### config.mk
export PLATFORM = sky130hd
export DESIGN_NAME = pulse_divider
export DESIGN_NICKNAME = d
export VERILOG_FILES = /design/src/rtl/pdiv_pkg.sv /design/src/rtl/pdiv_counter.sv /design/src/rtl/pdiv_outstage.sv /design/src/rtl/pulse_divider.sv
export SDC_FILE = /design/constraint.sdc
export NUM_CORES = 1
export LEC_CHECK = 0
export BUFFER_PORTS_ARGS = -buffer_cell sky130_fd_sc_hd__clkbuf_2
export CORE_MARGIN = 10
export CORE_UTILIZATION = 45
export DETAILED_ROUTE_END_ITERATION = 10
export PLACE_DENSITY = 0.72
export SKIP_LAST_GASP = 1
export SYNTH_ARGS = -nofsm -noshare
export SYNTH_HDL_FRONTEND = slang
export SYNTH_HIERARCHICAL = 1
export SYNTH_SLANG_ARGS = --single-unit
export TNS_END_PERCENT = 50
### constraint.sdc
create_clock -name clk -period 2.21 [get_ports clk]
set_input_delay 0.221 -clock clk [delete_from_list [all_inputs] [get_ports clk]]
set_output_delay 0.221 -clock clk [all_outputs]
set_load 0.005 [all_outputs]
### src/rtl/pdiv_pkg.sv
package pdiv_pkg;

    // Number of bits needed so that (n-2) is a non-negative two's complement value.
    function automatic int unsigned pdiv_span_bits(input int unsigned n);
        return $clog2(n - 1) + 1;
    endfunction

    // Meaning of the counter's top bit.
    typedef enum logic {
        PDIV_COUNTING = 1'b0,
        PDIV_TERMINAL = 1'b1
    } pdiv_phase_e;

endpackage

### src/rtl/pdiv_counter.sv
module pdiv_counter
    import pdiv_pkg::*;
#(
    parameter int unsigned DIV_N = 2229,
    parameter int unsigned CNT_W = 13
) (
    input  logic             clk,
    input  logic             rst,
    input  logic             en,
    output logic [CNT_W-1:0] cnt_o
);

    localparam int unsigned     SIGN   = CNT_W - 1;
    localparam logic [CNT_W-1:0] RELOAD = CNT_W'(DIV_N - 2);

    typedef struct packed {
        logic [CNT_W-1:0] cnt;
    } cnt_state_t;

    cnt_state_t  st_d;
    cnt_state_t  st_q;
    pdiv_phase_e phase;

    generate
        if (DIV_N < 2 || pdiv_span_bits(DIV_N) > CNT_W) begin : g_bad_range
            $error("pdiv_counter: DIV_N-2 does not fit the positive range of CNT_W bits");
        end
    endgenerate

    // Next-state logic: the sign bit alone decides between reload and decrement.
    always_comb begin
        phase = pdiv_phase_e'(st_q.cnt[SIGN]);
        st_d  = st_q;
        if (rst) begin
            st_d.cnt = RELOAD;
        end else if (en) begin
            if (phase == PDIV_TERMINAL) begin
                st_d.cnt = RELOAD;
            end else begin
                st_d.cnt = st_q.cnt - 1'b1;
            end
        end
    end

    always_ff @(posedge clk) begin
        st_q <= st_d;
    end

    assign cnt_o = st_q.cnt;

endmodule

### src/rtl/pdiv_outstage.sv
module pdiv_outstage (
    input  logic term_i,
    input  logic tap_i,
    input  logic en_i,
    output logic tick_o,
    output logic strobe_o
);

    // The tick is the raw sign bit, masked while counting is paused.
    always_comb begin
        tick_o   = term_i & en_i;
        strobe_o = tap_i;
    end

endmodule

### src/rtl/pulse_divider.sv
module pulse_divider #(
    parameter int unsigned DIV_N      = 2229,
    parameter int unsigned CNT_W      = 13,
    parameter int unsigned STROBE_BIT = 11
) (
    input  logic clk,
    input  logic rst,
    input  logic en,
    output logic tick_o,
    output logic strobe_o
);

    localparam int unsigned SIGN = CNT_W - 1;

    logic [CNT_W-1:0] cnt_w;

    generate
        if (STROBE_BIT >= SIGN) begin : g_bad_tap
            $error("pulse_divider: STROBE_BIT must lie below the sign bit");
        end
    endgenerate

    pdiv_counter #(
        .DIV_N (DIV_N),
        .CNT_W (CNT_W)
    ) u_cnt (
        .clk   (clk),
        .rst   (rst),
        .en    (en),
        .cnt_o (cnt_w)
    );

    pdiv_outstage u_out (
        .term_i   (cnt_w[SIGN]),
        .tap_i    (cnt_w[STROBE_BIT]),
        .en_i     (en),
        .tick_o   (tick_o),
        .strobe_o (strobe_o)
    );

endmodule

# Yosys cells after proc, flatten, opt, wreduce, memory -nomap -nowiden

Index checks and enable logic that the tools add are counted.

Logic and storage cells: 4
Output and inout port bits: 2
Bits in registers: 13

Add/sub/neg operators: 1
Bitwise gates (word level): 1
Mux-type cells: 1

Operator list:

| operator                                                              | number |
|---|---|
| 13-bit two-way mux                                                    | 1 |
| 13-bit by 1-bit subtractor with 13-bit output (second input constant) | 1 |
| 1-bit bitwise AND                                                     | 1 |

# Longest topological paths before layout

Gate-level depths: netlist (run 1).

Word-level depth: 2
Depth in mapped cells: 5
Gate-level depth less buffers: 5

# By module

The synthesis (run 1) kept the hierarchy.

By module, submodules not included:

| module        | instances | cells each | area each (sq um) |
|---|---|---|---|
| pdiv_counter  | 1         | 66         | 599.3 |
| pdiv_outstage | 1         | 2          | 13.8 |

# Worst setup path after synthesis (run 1)

No wires, ideal clock.

Path kind: register to register
Start point: register u_cnt.st_q (netlist bit u_cnt/cnt_o[0])
End point: register u_cnt.st_q (netlist bit u_cnt/cnt_o[9])
Arrival time: 1.577 ns
Clock period less this slack: 1.647 ns
Cell stages (with the launch flop): 5
Library setup time: 0.070 ns
Setup slack: 0.563 ns
Required time: 2.140 ns
Path through: dfxtp_1 -> or4b_1 -> buf_2 -> or4b_1 -> a21oi_1

Longest elaborated chain between the ends: 2

RTL lines:

| what                                          | line               | source |
|---|---|---|
| start: declaration                            | pdiv_counter.sv:21 | `cnt_state_t st_q;` |
| start signal: assignment                      | pdiv_counter.sv:46 | `st_q <= st_d;` |
| 13-bit by 1-bit subtractor with 13-bit output | pdiv_counter.sv:40 | `st_d.cnt = st_q.cnt - 1'b1;` |
| 13-bit two-way mux                            | pdiv_counter.sv:37 | `if (phase == PDIV_TERMINAL) begin` |

No other way between the ends.
A chain may end at the register's enable or synchronous reset.

# Worst setup path after layout (run 1)

Ends and elaborated chain as after synthesis.

==> results by group, run 1 <==
Yosys
  • Synth top area share: 0.424
  • Number of flops mapped to enable cells by yosys: 0
  • Net Count, Synth: 72
  • Syn avg cell area: 9.02 µm²
  • Most instantiated cells after synthesis: dfxtp_1, nor2_1, a21oi_1, nand2_1, or4_1
  • Post-Synthesis Cells: 68
  • Syn Std Cell Area: 613 µm²
  • Synth top area cells: dfxtp_1, or4_1, a21oi_1, nor2_1, or4b_1
  • Area leader, netlist: dfxtp_1
  • Yosys cell types: 27
  • Most common cell in the synthesized netlist: dfxtp_1
  • Yosys warnings: 6
  • Synth Flop Type: dfxtp_1
  • Async SR Flop Fraction: 0
  • Sequential-to-total area share from yosys stat: 0.424
  • Synthesized flop and latch total: 13

Cells and area
  • FILL cells: 127
  • Final Cell Area: 658 µm²
  • Ant diodes: 0
  • Largest register FFs: 13
  • Share of cells above drive strength 1: 0.0959
  • Nets: 78
  • P&R area growth vs syn: 7.35%

Pwr
  • Sw Ratio: 0.224
  • Comb power frac: 0.055
  • Reg power frac: 0.592
  • Worst vdd ir: 371 µV
  • Leak: 0.231 nW
  • Power Density: 623 nW/µm²
  • Int Pwr: 0.000318 W
  • Clock power frac: 0.353
  • NetSw: 0.0000918 W

STA
  • Least-Margin Pin Slew: 0.700 ns
  • Final Hold Vio Count: 0
  • Pins Over Slew Limit: 0
  • Fin crit share: 0.793
  • Final Skew: 0.000359 ns
  • Min cycle time layout: 1.75 ns
  • Setup TNS after final layout: 0 ns
  • Final setup fails: 0
  • Worst slew margin: 0.527
  • Setup repair after global routing missed its margin: false
  • Fmax achieved: 571 MHz

Worst hold path
  • Hold Path Class: input port to flip-flop
  • Worst hold start: rst
  • Hold path endpoint: u_cnt/cnt_o[4]
  • Worst Hold Path Cells: 3

Drt
  • Wire per inst: 12.8 µm
  • TritonRoute pass-1 iters: 4
  • Vias: 503
  • Initial DRC count: 8
  • Detailed Route WL: 1130 µm
  • Post-DR vias/cell: 5.72
  • Antenna viol nets, final: 0
  • DRC viols: 0

Floorplan
  • Boundary Pins: 5
  • Initial Util: 0.477
  • Die span in y: 56.9 µm
  • Die area: 3240 µm²
  • CORE AREA: 1280 µm²
  • Die width: 56.9 µm
  • Rows: 13

CTS
  • Num CTS Buffers: 3
  • CTS tree: done
  • Post-CTS setup buffer count: 0
  • # clock sinks: 13
  • Clock latency on the worst-skew pair: 0.27 ns
  • H-tree depth: 1
  • Clk slew on worst S/H paths: 0.08 ns
  • Hold_buf cts: 0
  • PostCTS Resize Cnt: 0
  • CTS root buffer: clkbuf_4
  • Clk buf depth: 2

Critical path
  • Reg2Reg Setup Slack: 0.46 ns
  • CP arrival: 1.96 ns
  • RR Startpoint: u_cnt/cnt_o[0]
  • Crit path kind: flip-flop to flip-flop
  • CP Data Required Time: 2.42 ns
  • CP Launch Type: flip-flop
  • Critical Path Max Stage Delay: 0.66 ns
  • Crit-path cells: or4b_1 -> or4b_1 -> a21oi_1
  • Worst Path Max Fanout: 8
  • Buf/Inv on CP: 0
  • CP max stage cell: or4b_1
  • FF-to-FF path depth: 3
  • R2R Path End: u_cnt/cnt_o[9]
  • Top delay family on crit path: simple AND/OR/NAND/NOR gates
  • CP endpoint kind: flip-flop
  • Cell repeated most along the worst path: or4b_1

Global routing
  • First-pass GRT wire length: 1840 µm
  • Total GRT Usage: 0.0695
  • Vias in the first global route: 418
  • GRT Residual Overflow: 0
  • Largest net degree at the start of global routing: 11
  • Initial antenna violation count: 0

Flow run
  • Max_cap viols: 0

Place
  • Routability cong.: 0.786
  • I/O Buffers: 4
  • Area post-placement: 632 µm²
  • Dpl hpwl: 821 µm

Run status
  • Outcome: completed
## power by group through the flow
stage          clock (W)  combinational [W]  sequential [W]
2_1_floorplan          0          0.0000187        0.000247
3_3_place_gp           0          0.0000224        0.000248
3_5_place_dp           0          0.0000226        0.000248
4_1_cts         0.000153          0.0000227        0.000243
5_1_grt         0.000162          0.0000268        0.000243
6_report        0.000145          0.0000225        0.000242
## layout by cell type, fill, tap and decap left out, types with 3 or more instances in the layout
master    synthesis  layout
a21oi_1           5       5
clkbuf_4          0       3
nor2_1            6       6
nand2_1           5       5
clkbuf_2          0       4
or4_1             5       5
dfxtp_1          13      13
## worst max path at each step
stage,slack [ns],start,end,cells after the start
2_1_floorplan,0.56,u_cnt/cnt_o[0],u_cnt/cnt_o[9],4
3_3_place_gp,0.50,en,u_cnt/cnt_o[9],4
3_5_place_dp,0.45,en,u_cnt/cnt_o[9],4
4_1_cts,0.45,u_cnt/cnt_o[0],u_cnt/cnt_o[9],3
5_1_grt,0.41,u_cnt/cnt_o[0],u_cnt/cnt_o[9],3
6_report,0.46,u_cnt/cnt_o[0],u_cnt/cnt_o[9],3
## final cells by class
cell class              count  area, µm²  area share
flip-flops and latches     13        260       0.395
inverters                   2       7.51      0.0114
clock buffers               4       26.3      0.0399
multi-input cells          50        325       0.494
well taps                  15       18.8      0.0285
repair buffers              4       20.0      0.0304
## cells by family after synthesis
group / count (synthesis) / synth area share
XOR/XNOR: 4 / 0.0572
multiplexers: 1 / 0.0163
AO/OA/AOI/OAI: 14 / 0.141
flip-flops: 13 / 0.424
buffers and inverters: 5 / 0.0449
AND/OR/NAND/NOR: 30 / 0.296
adder cells (fa/ha/maj): 1 / 0.0204
## routing by layer
layer	track usage	up-vias	share of wire
met5	0	-	0
met4	0.0503	0	0.025
met3	0.0225	4	0.038
met2	0.0915	8	0.44
met1	0.0902	223	0.50
li1	-	268	-
## through the flow
| step | cells | worst slack [ns] | hold WS (ns) | power (W) | util |
|---|---|---|---|---|---|
| 2_1_floorplan | 68 | 0.563 | 0.364 | 0.000266 | - |
| 6_report | 88 | 0.457 | 0.235 | 0.000410 | 0.512 |
| 4_1_cts | 88 | 0.453 | 0.232 | 0.000418 | 0.512 |
| 5_1_grt | 88 | 0.413 | 0.247 | 0.000432 | 0.512 |
| 3_3_place_gp | 84 | 0.499 | 0.481 | 0.000270 | 0.492 |
| 3_5_place_dp | 84 | 0.451 | 0.487 | 0.000271 | 0.492 |
## worst min-delay path, stage by stage
cell,delay [ns]
clkbuf_2,0.09
a21oi_1,0.10
nand2_1,0.08
(Power assumes the default switching activity.)
==> inputs of run 2 (changes only) <==
==> constraint.sdc (replaced) <==
create_clock -name clk -period 1.8 [get_ports clk]
set_input_delay 0.18 -clock clk [delete_from_list [all_inputs] [get_ports clk]]
set_output_delay 0.18 -clock clk [all_outputs]
set_load 0.005 [all_outputs]
==> results by group, run 2 (synthesis results as in run 1) <==
Run status
  • Outcome: completed

Critical path
  • CP endpoint kind: flip-flop
  • FF-to-FF path depth: 3
  • CP arrival: 1.89 ns
  • Crit path kind: flip-flop to flip-flop
  • Reg2Reg Setup Slack: 0.11 ns
  • CP Data Required Time: 2.00 ns
  • CP Launch Type: flip-flop
  • Worst Path Max Fanout: 8

Place
  • Routability cong.: 0.767
  • I/O Buffers: 4
  • Dpl hpwl: 857 µm
  • Dpl ws: 0.0945 ns

CTS
  • CTS tree: done
  • # clock sinks: 13
  • Clk slew on worst S/H paths: 0.08 ns
  • Clock latency on the worst-skew pair: 0.27 ns
  • PostCTS Resize Cnt: 0
  • Hold_buf cts: 0
  • H-tree depth: 1
  • Clk buf depth: 2
  • Post-CTS setup buffer count: 0
  • Num CTS Buffers: 3
  • CTS root buffer: clkbuf_4

Pwr
  • Leak: 0.243 nW
  • Worst vdd ir: 377 µV
  • Power Density: 747 nW/µm²

Drt
  • Antenna viol nets, final: 0
  • DRC viols: 0
  • Wire per inst: 13.5 µm
  • Initial DRC count: 17
  • TritonRoute pass-1 iters: 4
  • Post-DR vias/cell: 5.89
  • Vias: 530
  • Detailed Route WL: 1210 µm

STA
  • Final Skew: 0.00496 ns
  • Fmax achieved: 593 MHz
  • Setup TNS after final layout: 0 ns
  • Final Hold Vio Count: 0
  • Least-Margin Pin Slew: 0.679 ns
  • Final setup fails: 0
  • Setup ws final: 0.113 ns
  • Min cycle time layout: 1.69 ns
  • Pins Over Slew Limit: 0
  • Worst slew margin: 0.541
  • Fin crit share: 0.937
  • Setup repair after global routing missed its margin: false

Cells and area
  • Largest register FFs: 13
  • Nets: 80
  • Share of cells above drive strength 1: 0.147
  • Most frequent cells in the layout: dfxtp_1, nor2_1, nand2_1, a21oi_1
  • P&R area growth vs syn: 11.0%
  • Ant diodes: 0
  • Final core utilization: 0.530
  • Commonest non-fill, non-tap cell in the layout: dfxtp_1

Floorplan
  • Boundary Pins: 5
  • Die span in y: 56.9 µm
  • Rows: 13
  • Die width: 56.9 µm
  • Initial Util: 0.477
  • CORE AREA: 1280 µm²
  • Die area: 3240 µm²

Worst hold path
  • Hold Path Class: input port to flip-flop
  • Worst Hold Path Cells: 3

Global routing
  • Vias in the first global route: 480
  • GRT Residual Overflow: 0
  • Largest net degree at the start of global routing: 10
  • First-pass GRT wire length: 1960 µm
  • Total GRT Usage: 0.0735
  • Initial antenna violation count: 0

Flow run
  • Max_cap viols: 0
-- run 2: cell count changes in the layout (fill, tap and decap cells not counted) --
cell,change
or4_1,-1
or4b_1,-1
buf_4,+2
or4b_4,+1
or4_4,+1
-- run 2: where the power goes --
part / leakage [nW] / switching, W / internal [W] / total (W)
clock network: 0.0150 / 0.0000931 / 0.0000858 / 0.000179
logic: 0.123 / 0.0000166 / 0.0000141 / 0.0000307
registers: 0.105 / 0.00000579 / 0.000293 / 0.000299
total: 0.243 / 0.000116 / 0.000393 / 0.000508
-- run 2: worst paths after layout --
check,to,start
min,u_cnt/cnt_o[4],rst
max reg2reg,u_cnt/cnt_o[9],u_cnt/cnt_o[4]
max,u_cnt/cnt_o[9],u_cnt/cnt_o[4]
min reg2reg,u_cnt/cnt_o[10],u_cnt/cnt_o[10]
-- run 2: layout make-up --
| type | count | area [µm²] |
|---|---|---|
| flip-flops and latches | 13 | 260 |
| multi-input cells | 50 | 333 |
| clock buffers | 4 | 26.3 |
| inverters | 2 | 7.51 |
| repair buffers | 6 | 35.0 |
| fillers | 124 | 604 |
| well taps | 15 | 18.8 |
-- run 2: through the flow --
stage | hold slack, ns | area (µm²) | total power (W) | cells
final | 0.198 | 681 | 0.000508 | 90
after global routing | 0.207 | 681 | 0.000528 | 90
after CTS | 0.185 | 673 | 0.000514 | 90
after detailed placement | 0.472 | 647 | 0.000335 | 86
after global placement | 0.476 | 647 | 0.000334 | 86
after floorplan | 0.323 | 613 | 0.000326 | 68
-- run 2: layer usage --
| layer | global-route usage | part of all wire | vias to the layer above |
|---|---|---|---|
| met4 | 0.0604 | 0.025 | 0 |
| met3 | 0.0225 | 0.042 | 5 |
| met2 | 0.112 | 0.48 | 13 |
| li1 | - | - | 269 |
| met5 | 0 | 0 | - |
| met1 | 0.0816 | 0.45 | 243 |
-- run 2: critical path, stage by stage, from the launching register on --
cell and delay, ns:
dfxtp_1 0.38, or4_4 0.59, or4b_1 0.48, a21oi_1 0.17
==> inputs of run 3 (changes only) <==
--- a/config.mk
+++ b/config.mk
@@ -5,6 +5,7 @@
 export SDC_FILE = /design/constraint.sdc
 export NUM_CORES = 1
 export LEC_CHECK = 0
+export ABC_AREA = 1
 export BUFFER_PORTS_ARGS = -buffer_cell sky130_fd_sc_hd__clkbuf_2
 export CORE_MARGIN = 10
 export CORE_UTILIZATION = 45
==> results by group, run 3 <==
Run status
  • Outcome: completed

CTS
  • CTS root buffer: clkbuf_4
  • Clk slew on worst S/H paths: 0.08 ns
  • Clk buf depth: 2
  • # clock sinks: 13
  • Hold_buf cts: 0
  • Clock latency on the worst-skew pair: 0.28 ns
  • H-tree depth: 1
  • Post-CTS setup buffer count: 0
  • CTS tree: done
  • Num CTS Buffers: 3
  • PostCTS Resize Cnt: 0

Yosys
  • Syn Std Cell Area: 641 µm²
  • Synth top area share: 0.406
  • Syn avg cell area: 6.74 µm²
  • Yosys cell types: 19
  • Net Count, Synth: 99
  • Async SR Flop Fraction: 0
  • Yosys warnings: 6
  • Synth Flop Type: dfxtp_1
  • Area leader, netlist: dfxtp_1
  • Post-Synthesis Cells: 95
  • Synthesized flop and latch total: 13
  • Most common cell in the synthesized netlist: nor2_1
  • Synth top area cells: dfxtp_1, nor2_1, nand2_1, a21oi_1, nand3_1
  • Sequential-to-total area share from yosys stat: 0.406
  • Most instantiated cells after synthesis: nor2_1, nand2_1, dfxtp_1
  • Number of flops mapped to enable cells by yosys: 0

Floorplan
  • Die width: 57.7 µm
  • Initial Util: 0.486
  • Boundary Pins: 5
  • Die span in y: 57.7 µm
  • CORE AREA: 1320 µm²
  • Rows: 13
  • Die area: 3330 µm²

Global routing
  • GRT Residual Overflow: 0
  • Largest net degree at the start of global routing: 8
  • First-pass GRT wire length: 2230 µm
  • Initial antenna violation count: 0
  • Total GRT Usage: 0.0829
  • Vias in the first global route: 553

Cells and area
  • Share of cells above drive strength 1: 0.186
  • Nets: 107
  • Ant diodes: 0
  • P&R area growth vs syn: 9.38%
  • Largest register FFs: 13
  • Area occupied by multi-input gates: 330 µm²
  • Seq. cell area: 260 µm²
  • Most frequent cells in the layout: nor2_1, nand2_1, dfxtp_1, inv_1
  • Final core utilization: 0.532
  • Commonest non-fill, non-tap cell in the layout: nor2_1
  • FILL cells: 136

Flow run
  • Max_cap viols: 0

Critical path
  • CP Data Required Time: 1.99 ns
  • CP max stage cell: a21oi_1
  • CP Launch Type: flip-flop
  • Crit-path cells: a21oi_1 -> inv_1 -> nor3_1
  • CP endpoint kind: flip-flop
  • Top delay family on crit path: compound AO/OA/AOI/OAI gates
  • CP arrival: 1.43 ns
  • Crit path kind: flip-flop to flip-flop
  • Buf/Inv on CP: 1
  • Critical Path Max Stage Delay: 0.45 ns
  • Worst Path Max Fanout: 7

STA
  • Min cycle time layout: 1.24 ns
  • Pins Over Slew Limit: 0
  • Worst hold slack: 0.214 ns
  • Setup TNS after final layout: 0 ns
  • Setup repair after global routing missed its margin: false
  • Worst slew margin: 0.645
  • Final setup fails: 0
  • Fin crit share: 0.690
  • Fmax achieved: 805 MHz
  • Least-Margin Pin Slew: 0.532 ns
  • Final Hold Vio Count: 0
  • Final Skew: 0.00682 ns

Drt
  • Initial DRC count: 8
  • Detailed Route WL: 1230 µm
  • Post-DR vias/cell: 4.98
  • Vias: 583
  • TritonRoute pass-1 iters: 4
  • Antenna viol nets, final: 0
  • Wire per inst: 10.5 µm
  • DRC viols: 0

Pwr
  • Power Density: 732 nW/µm²
  • Power Total: 0.000513 W
  • Worst vdd ir: 400 µV
  • Leak: 0.329 nW

Worst hold path
  • Hold Path Class: input port to flip-flop

Place
  • I/O Buffers: 4
  • Routability cong.: 0.797
  • Dpl hpwl: 953 µm
-- run 3: cell count changes after synthesis, sizes merged, moves of 5 or more --
cell / delta
nand3: +5
or4: -5
nand2: +16
nor2: +19
inv: +8
-- run 3: stage by stage --
stage / cell area (µm²) / setup WS (ns) / std cells
2_1_floorplan: 641 / 0.731 / 95
3_3_place_gp: 674 / 0.602 / 113
3_5_place_dp: 674 / 0.560 / 113
4_1_cts: 701 / 0.563 / 117
5_1_grt: 701 / 0.416 / 117
6_report: 701 / 0.558 / 117
-- run 3: worst paths after layout --
| check | startpoint | to | slack, ns | depth (start not counted) |
|---|---|---|---|---|
| worst min register to register | u_cnt/cnt_o[12] | u_cnt/cnt_o[12] | 0.48 | 2 |
| worst max register to register | u_cnt/cnt_o[12] | u_cnt/cnt_o[2] | 0.56 | 3 |
| worst max-delay path | u_cnt/cnt_o[12] | u_cnt/cnt_o[2] | 0.56 | 3 |
| worst min-delay path | rst | u_cnt/cnt_o[7] | 0.21 | 3 |
-- run 3: where the power goes --
group          internal, W  switching [W]  total (W)
Clock            0.0000860      0.0000934   0.000179
Combinational    0.0000134      0.0000223  0.0000357
Sequential        0.000293     0.00000494   0.000298
Total             0.000392       0.000121   0.000513
-- run 3: cell type report --
| class | instances | share of cell area |
|---|---|---|
| Clock buffer | 4 | 0.0375 |
| Inverter | 10 | 0.0536 |
| Timing Repair Buffer | 5 | 0.0393 |
| Tap cell | 15 | 0.0268 |
| Multi-Input combinational cell | 70 | 0.471 |
| Sequential cell | 13 | 0.371 |
-- run 3: cell families (layout without fill, tap and decap cells) --
kind of cell,after synthesis,in the layout,synth area share
simple gates,58,58,0.406
flops,13,13,0.406
buf+inv,12,19,0.0781
compound gates,11,11,0.0898
fa+ha+maj,1,1,0.0195
-- run 3: worst min-delay path, cell delays in order --
cell	delay, ns
clkbuf_2	0.08
a21oi_1	0.10
nand3_1	0.11
-- run 3: layer usage --
metal  GRT usage  routed length (µm)  up-vias
met5           0                   0        -
met4      0.0369                  19        0
met3      0.0545                 103        4
met2       0.127                 546       14
met1      0.0867                 566      254
li1            -                   -      311
